==> src/rtl/hz_pkg.sv <==
package hz_pkg;
  typedef enum logic [1:0] {
    HZ_PASS  = 2'b00,
    HZ_LOCK  = 2'b01,
    HZ_BYP   = 2'b10,
    HZ_RSVD  = 2'b11
  } hz_mode_e;

  localparam int NSRC = 2;  // rs, rt
endpackage

==> src/rtl/hz_src_match.sv <==
module hz_src_match #(
  parameter int AW = 5
) (
  input  logic          we,
  input  logic [AW-1:0] dst,
  input  logic [AW-1:0] src,
  output logic          hit
);
  // register 0 is never a real destination
  always_comb hit = we && (dst != '0) && (dst == src);
endmodule

==> src/rtl/hz_stall_ctl.sv <==
module hz_stall_ctl
  import hz_pkg::*;
(
  input  logic [1:0] mode,
  input  logic       ex_any,
  input  logic       ex_is_load,
  input  logic       mem_any,
  output logic       stall,
  output logic       ex_fwd_en,
  output logic       mem_fwd_en
);
  hz_mode_e m;
  always_comb begin
    m          = hz_mode_e'(mode);
    stall      = 1'b0;
    ex_fwd_en  = 1'b0;
    mem_fwd_en = 1'b0;
    case (m)
      HZ_LOCK: stall = ex_any || mem_any;
      HZ_BYP: begin
        stall      = ex_any && ex_is_load;
        ex_fwd_en  = !ex_is_load;
        mem_fwd_en = 1'b1;
      end
      default: ;
    endcase
  end
endmodule

==> src/rtl/hz_operand_sel.sv <==
module hz_operand_sel #(
  parameter int XLEN = 32
) (
  input  logic [XLEN-1:0] rf_val,
  input  logic            ex_sel,
  input  logic [XLEN-1:0] ex_val,
  input  logic            mem_sel,
  input  logic [XLEN-1:0] mem_val,
  output logic [XLEN-1:0] op
);
  // younger (execute) result has priority
  always_comb begin
    if (ex_sel)       op = ex_val;
    else if (mem_sel) op = mem_val;
    else              op = rf_val;
  end
endmodule

==> src/rtl/hazard_fwd_unit.sv <==
module hazard_fwd_unit
  import hz_pkg::*;
#(
  parameter int XLEN = 32,
  parameter int NREG = 32,
  localparam int AW  = $clog2(NREG)
) (
  input  logic [1:0]      mode,
  input  logic [AW-1:0]   dec_rs_idx,
  input  logic [AW-1:0]   dec_rt_idx,
  input  logic [XLEN-1:0] rf_rs_val,
  input  logic [XLEN-1:0] rf_rt_val,
  input  logic            ex_we,
  input  logic [AW-1:0]   ex_dst,
  input  logic            ex_is_load,
  input  logic [XLEN-1:0] ex_alu_val,
  input  logic            mem_we,
  input  logic [AW-1:0]   mem_dst,
  input  logic [XLEN-1:0] mem_val,
  output logic            stall,
  output logic [XLEN-1:0] op_rs,
  output logic [XLEN-1:0] op_rt
);
  logic [AW-1:0]   src_idx [NSRC];
  logic [XLEN-1:0] rf_val  [NSRC];
  logic [XLEN-1:0] op_val  [NSRC];
  logic [NSRC-1:0] ex_hit, mem_hit;
  logic            ex_fwd_en, mem_fwd_en;

  always_comb begin
    src_idx[0] = dec_rs_idx;
    src_idx[1] = dec_rt_idx;
    rf_val[0]  = rf_rs_val;
    rf_val[1]  = rf_rt_val;
  end

  for (genvar s = 0; s < NSRC; s++) begin : g_src
    hz_src_match #(.AW(AW)) u_ex_m (
      .we(ex_we), .dst(ex_dst), .src(src_idx[s]), .hit(ex_hit[s])
    );
    hz_src_match #(.AW(AW)) u_mem_m (
      .we(mem_we), .dst(mem_dst), .src(src_idx[s]), .hit(mem_hit[s])
    );
    hz_operand_sel #(.XLEN(XLEN)) u_sel (
      .rf_val (rf_val[s]),
      .ex_sel (ex_fwd_en && ex_hit[s]),
      .ex_val (ex_alu_val),
      .mem_sel(mem_fwd_en && mem_hit[s]),
      .mem_val(mem_val),
      .op     (op_val[s])
    );
  end

  hz_stall_ctl u_ctl (
    .mode      (mode),
    .ex_any    (|ex_hit),
    .ex_is_load(ex_is_load),
    .mem_any   (|mem_hit),
    .stall     (stall),
    .ex_fwd_en (ex_fwd_en),
    .mem_fwd_en(mem_fwd_en)
  );

  assign op_rs = op_val[0];
  assign op_rt = op_val[1];
endmodule

==> config.mk <==
export PLATFORM = sky130hd
export DESIGN_NAME = hazard_fwd_unit
export DESIGN_NICKNAME = d
export VERILOG_FILES = /design/src/rtl/hz_pkg.sv /design/src/rtl/hz_src_match.sv /design/src/rtl/hz_stall_ctl.sv /design/src/rtl/hz_operand_sel.sv /design/src/rtl/hazard_fwd_unit.sv
export SDC_FILE = /design/constraint.sdc
export NUM_CORES = 1
export LEC_CHECK = 0
export ABC_CLOCK_PERIOD_IN_PS = 4320
export BUFFER_PORTS_ARGS = -buffer_cell sky130_fd_sc_hd__buf_2
export CAP_MARGIN = 0
export CORE_MARGIN = 8
export CORE_UTILIZATION = 39
export DETAILED_ROUTE_END_ITERATION = 16
export GPL_TIMING_DRIVEN = 0
export PLACE_DENSITY = 0.91
export SYNTH_ARGS = -nofsm -noshare
export SYNTH_HDL_FRONTEND = slang
export SYNTH_SLANG_ARGS = --single-unit
export TNS_END_PERCENT = 30
==> constraint.sdc <==
create_clock -name vclk -period 4.32
set_clock_uncertainty 0.2 [all_clocks]
set_input_delay 0 -clock vclk [all_inputs]
set_output_delay 0 -clock vclk [all_outputs]
set_load 0.02 [all_outputs]
Word level (Yosys, flattened, before mapping)
Cells that the tools add are included.

Eq/ne operators: 6. Mux-type cells: 7. Reductions and logical operators: 17.

Operators with widths (number): 32-bit two-way mux (4); 5-bit equality test (4); 1-bit logical AND (11); 5-bit nonzero test (2); 2-bit OR reduction (2); 2-bit by 1-bit equality test with 1-bit output (second input constant) (1); 2-bit equality test (second input constant) (1); 1-bit two-way mux (2); 1-bit case mux with 2 select lines (1); 1-bit logical NOT (1); 1-bit logical OR (1).

Bits in registers: 0. Bits of input ports: 153. Output and inout port bits: 65. Word-level logic and storage cells: 30.

Longest topological paths before layout
Depth after elaboration: 6. Mapped depth: 9. Depth with buffers taken out: 7.

By module
Synthesis repeated with hierarchy kept, for this count alone.

Cell total of the unflattened synthesis: 268. Area total of the unflattened synthesis: 1828.0 µm².

Modules (own cells, without submodules): hz_operand_sel (instances 2, cells an instance 107, area an instance 714.4 µm², seq. area each 0.0 µm²); hz_src_match (instances 4, cells an instance 10, area an instance 76.3 µm², seq. area each 0.0 µm²); hz_stall_ctl (instances 1, cells an instance 8, area an instance 53.8 µm², seq. area each 0.0 µm²); hazard_fwd_unit (instances 1, cells an instance 6, area an instance 40.0 µm², seq. area each 0.0 µm²).

Worst setup path after synthesis
OpenSTA, ideal clock, no wires.

Path type: input -> output. From: input mode[0]. To: output op_rs[13]. Arrival time: 1609 ps. Required time: 4120 ps. Path slack: 2511 ps. Stages on the path: 8. Buffers on the path: 1. Path through: inv_1 > ha_1 > nand2_1 > or2_2 > nor4_4 > clkbuf_1 > nand2_1 > a31oi_1.

Cells in the longest elaborated chain, start to end: 5. Elaborated cells between the ends (all ways): 7. Classes of those cells: eq/ne (1); mux (4); reduce/logical (2).

Ends and longest elaborated chain: from (decl) (line hazard_fwd_unit.sv:8) `input logic [1:0] mode,`; 2-bit equality test (*) (line hz_stall_ctl.sv:18) `case (m)`; 1-bit two-way mux (line hz_stall_ctl.sv:18); 1-bit logical AND (line hazard_fwd_unit.sv:48) `.mem_sel(mem_fwd_en && mem_hit[s]),`; 32-bit two-way mux (line hz_operand_sel.sv:14) `else if (mem_sel) op = mem_val;`; 32-bit two-way mux (*) (line hz_operand_sel.sv:13) `if (ex_sel) op = ex_val;`; to (decl) (line hazard_fwd_unit.sv:21) `output logic [XLEN-1:0] op_rs,`.

Every way passes the cells marked *; elsewhere a longest branch is shown, timed or not.

Worst setup path in the final report
From: input mode[0]. To: output op_rs[28].

Same word-level chain as after synthesis.

==> flow_metrics.env <==
export IMPL_worstPathRequired_ns=4.12
export IMPL_synth_simple_area_share_pct=35.6
export IMPL_antenna_cells=0
export IMPL_ys_types=31
export IMPL_critical_path_class="in2out"
export IMPL_yosys_warnings=0
export IMPL_cts_hold_buf=0
export IMPL_slowest_stage="clkbuf_1"
export IMPL_final_layout_size_suffix_gt1_share_pct=52.9
export IMPL_peakVddDrop_mv=0.0593
export IMPL_clkbuf_count=0
export IMPL_grtUsageTotal_pct=23.3
export IMPL_synth_xor_area_share_pct=9.57
export IMPL_synthMuxAreaShare_pct=16.8
export IMPL_pwr_share_clk_pct=0
export IMPL_synth_compound_area_share_pct=25.3
export IMPL_hold_violations=0
export IMPL_dpl_cell_area_mm2=0.00308
export IMPL_worstPathCellList="buf_2, inv_1, ha_1, nand2_1, or2_2, nor4_4, clkbuf_1, nand2_1, a31oi_2, buf_2"
export IMPL_cpPeakStageDelay_ns=0.46
export IMPL_run_status="finished clean"
export IMPL_dr_total_vias=3028
export IMPL_min_path_type="in2out"
export IMPL_first_global_vias=3090
export IMPL_grt_overflow_total=0
export IMPL_worstMarginPinSlew_ns=0.518
export IMPL_synthCells=300
export IMPL_grt_pass1_wl_um=14500
export IMPL_post_dp_hpwl_um=8070
export IMPL_synth_top_family_by_area="simple AND/OR/NAND/NOR gates"
export IMPL_worstPathArrival_ns=2.10
export IMPL_synth_fa_ha_area_share_pct=1.31
export IMPL_cp_end_kind="primary output"
export IMPL_ant_nets=0
export IMPL_register_area_um2=0
export IMPL_power_leakage_nw=1.54
export IMPL_post_route_period_util_pct=53.2
export IMPL_mappedNetlistArea_mm2=0.00191
export IMPL_grt_max_degree=11
export IMPL_cts_resized=0
export IMPL_final_common_cell="buf_2"
export IMPL_post_cts_setup_buffers=0
export IMPL_syn_avg_cell_area_um2=6.36
export IMPL_max_freq_mhz=435
export IMPL_crit_path_start_kind="input pin"
export IMPL_drv_cap=0
export IMPL_remaining_drc_errors=0
export IMPL_vias_per_cell=5.18
export IMPL_seq_area_frac_synth_pct=0
export IMPL_seq_cell_count=0
export IMPL_nets=675
export IMPL_area_growth_pct=61.6
export IMPL_p_comb_share_pct=100.0
export IMPL_pwr_density_cell_mw_per_mm2=80.7
export IMPL_seqPwrFrac_pct=0
export IMPL_cp_max_fo=10
export IMPL_totalWireLength_um=9530
export IMPL_maxSlewHeadroom_pct=65.5
export IMPL_port_buffers=218
export IMPL_layout_common_cells="226 x buf_2, 67 x nor2_1, 56 x nand2_1"
export IMPL_fin_area_mm2=0.00308
export IMPL_start_util_pct=40.4
export IMPL_synth_nets=455
export IMPL_finalCriticalPeriod_ns=2.30
export IMPL_io_pins=218
export IMPL_coreArea_mm2=0.00472
export IMPL_setup_violations=0
export IMPL_antenna_found_initial=0
export IMPL_rsz0062_at_grt="no"
export IMPL_dr_pass1_iters=4
export IMPL_chipWidth_um=85.9
export IMPL_finalMaxSlewViolations=0
export IMPL_drt_iter0_markers=110
export IMPL_internal_power_mw=0.115
export IMPL_switching_share_pct=53.9
export IMPL_setup_tns_ns=0
export IMPL_n_fill_cell=414
export IMPL_wl_per_cell_um=16.3
export IMPL_gp_congestion=0.890
export IMPL_dieArea_mm2=0.00739
export IMPL_rows=25
export IMPL_die_h_um=85.9
export IMPL_switchingPower_mw=0.134
==> worst max-delay path, delay by kind of cell <==
kind	cells	cell delay, ns
and+or+nand+nor	4	0.87
buffers and inverters	4	0.81
AOI/OAI and AO/OA	1	0.22
adders and majority gates	1	0.19
==> layout make-up <==
class              count  area [um^2]  area share, %
plain buffers         24          206           6.70
inverters              3         11.3          0.365
multi-input cells    273         1690           54.8
well taps             67         83.8           2.72
repair buffers       218         1090           35.4
==> metal layers <==
layer | vias up | GRT usage (%) | wire length [um]
li1 | 1477 | - | -
met1 | 1367 | 23.9 | 3520
met2 | 174 | 45.3 | 4940
met3 | 10 | 6.78 | 957
met4 | 0 | 3.82 | 122
met5 | - | 0 | 0
==> kinds of logic (layout without fill, tap and decap cells) <==
| family | after synthesis | after routing |
|---|---|---|
| and+or+nand+nor | 150 | 150 |
| adders and majority gates | 2 | 2 |
| AOI/OAI and AO/OA | 69 | 69 |
| muxes | 32 | 32 |
| xor gates and xnor gates | 20 | 20 |
| buffers and inverters | 27 | 245 |
==> synthesized netlist by cell type <==
cell type | instances | area (um^2)
buf_4 | 2 | 15.0
inv_1 | 3 | 11.3
o2111ai_2 | 1 | 15.0
ha_1 | 2 | 25.0
nand2_1 | 56 | 210
or4_1 | 2 | 15.0
nor4_4 | 2 | 42.5
xnor2_1 | 15 | 131
nand2_2 | 13 | 81.3
a21oi_1 | 33 | 165
buf_2 | 8 | 40.0
a31oi_2 | 13 | 163
mux2i_1 | 32 | 320
nand3_1 | 2 | 10.0
or4_4 | 2 | 22.5
o21ai_0 | 1 | 5.00
buf_6 | 8 | 90.1
xnor2_2 | 1 | 16.3
a211oi_1 | 1 | 7.51
or2_2 | 1 | 6.26
xor2_1 | 4 | 35.0
or3_1 | 1 | 6.26
nand4_2 | 1 | 12.5
nor3_1 | 2 | 10.0
clkbuf_1 | 3 | 11.3
nor2_1 | 67 | 251
a31oi_1 | 19 | 119
buf_12 | 1 | 20.0
o221ai_1 | 1 | 8.76
nor2_4 | 1 | 11.3
buf_8 | 2 | 30.0
==> power groups by stage <==
| stage | registers [mW] | logic, mW | clock network (mW) |
|---|---|---|---|
| 6_report | 0 | 0.249 | 0 |
| 4_1_cts | 0 | 0.249 | 0 |
| 5_1_grt | 0 | 0.268 | 0 |
| 3_3_place_gp | 0 | 0.242 | 0 |
| 2_1_floorplan | 0 | 0.120 | 0 |
| 3_5_place_dp | 0 | 0.248 | 0 |
==> worst paths after layout <==
check / from / end / slack, ns / cells past startpoint
worst max-delay path: mode[0] / op_rs[28] / 2.02 / 10
worst min-delay path: rf_rs_val[30] / op_rs[30] / 0.15 / 4
==> per-stage QoR <==
| stage | power (mW) | setup WS, ns | utilization (%) | hold slack, ns | std cells |
|---|---|---|---|---|---|
| 2_1_floorplan | 0.120 | 2.51 | - | -0.0214 | 300 |
| 3_3_place_gp | 0.242 | 2.04 | 65.3 | 0.150 | 585 |
| 3_5_place_dp | 0.248 | 2.03 | 65.3 | 0.153 | 585 |
| 4_1_cts | 0.249 | 2.03 | 65.3 | 0.153 | 585 |
| 5_1_grt | 0.268 | 1.88 | 65.3 | 0.178 | 585 |
| 6_report | 0.249 | 2.02 | 65.3 | 0.154 | 585 |
Power figures use the tool's default switching activity.
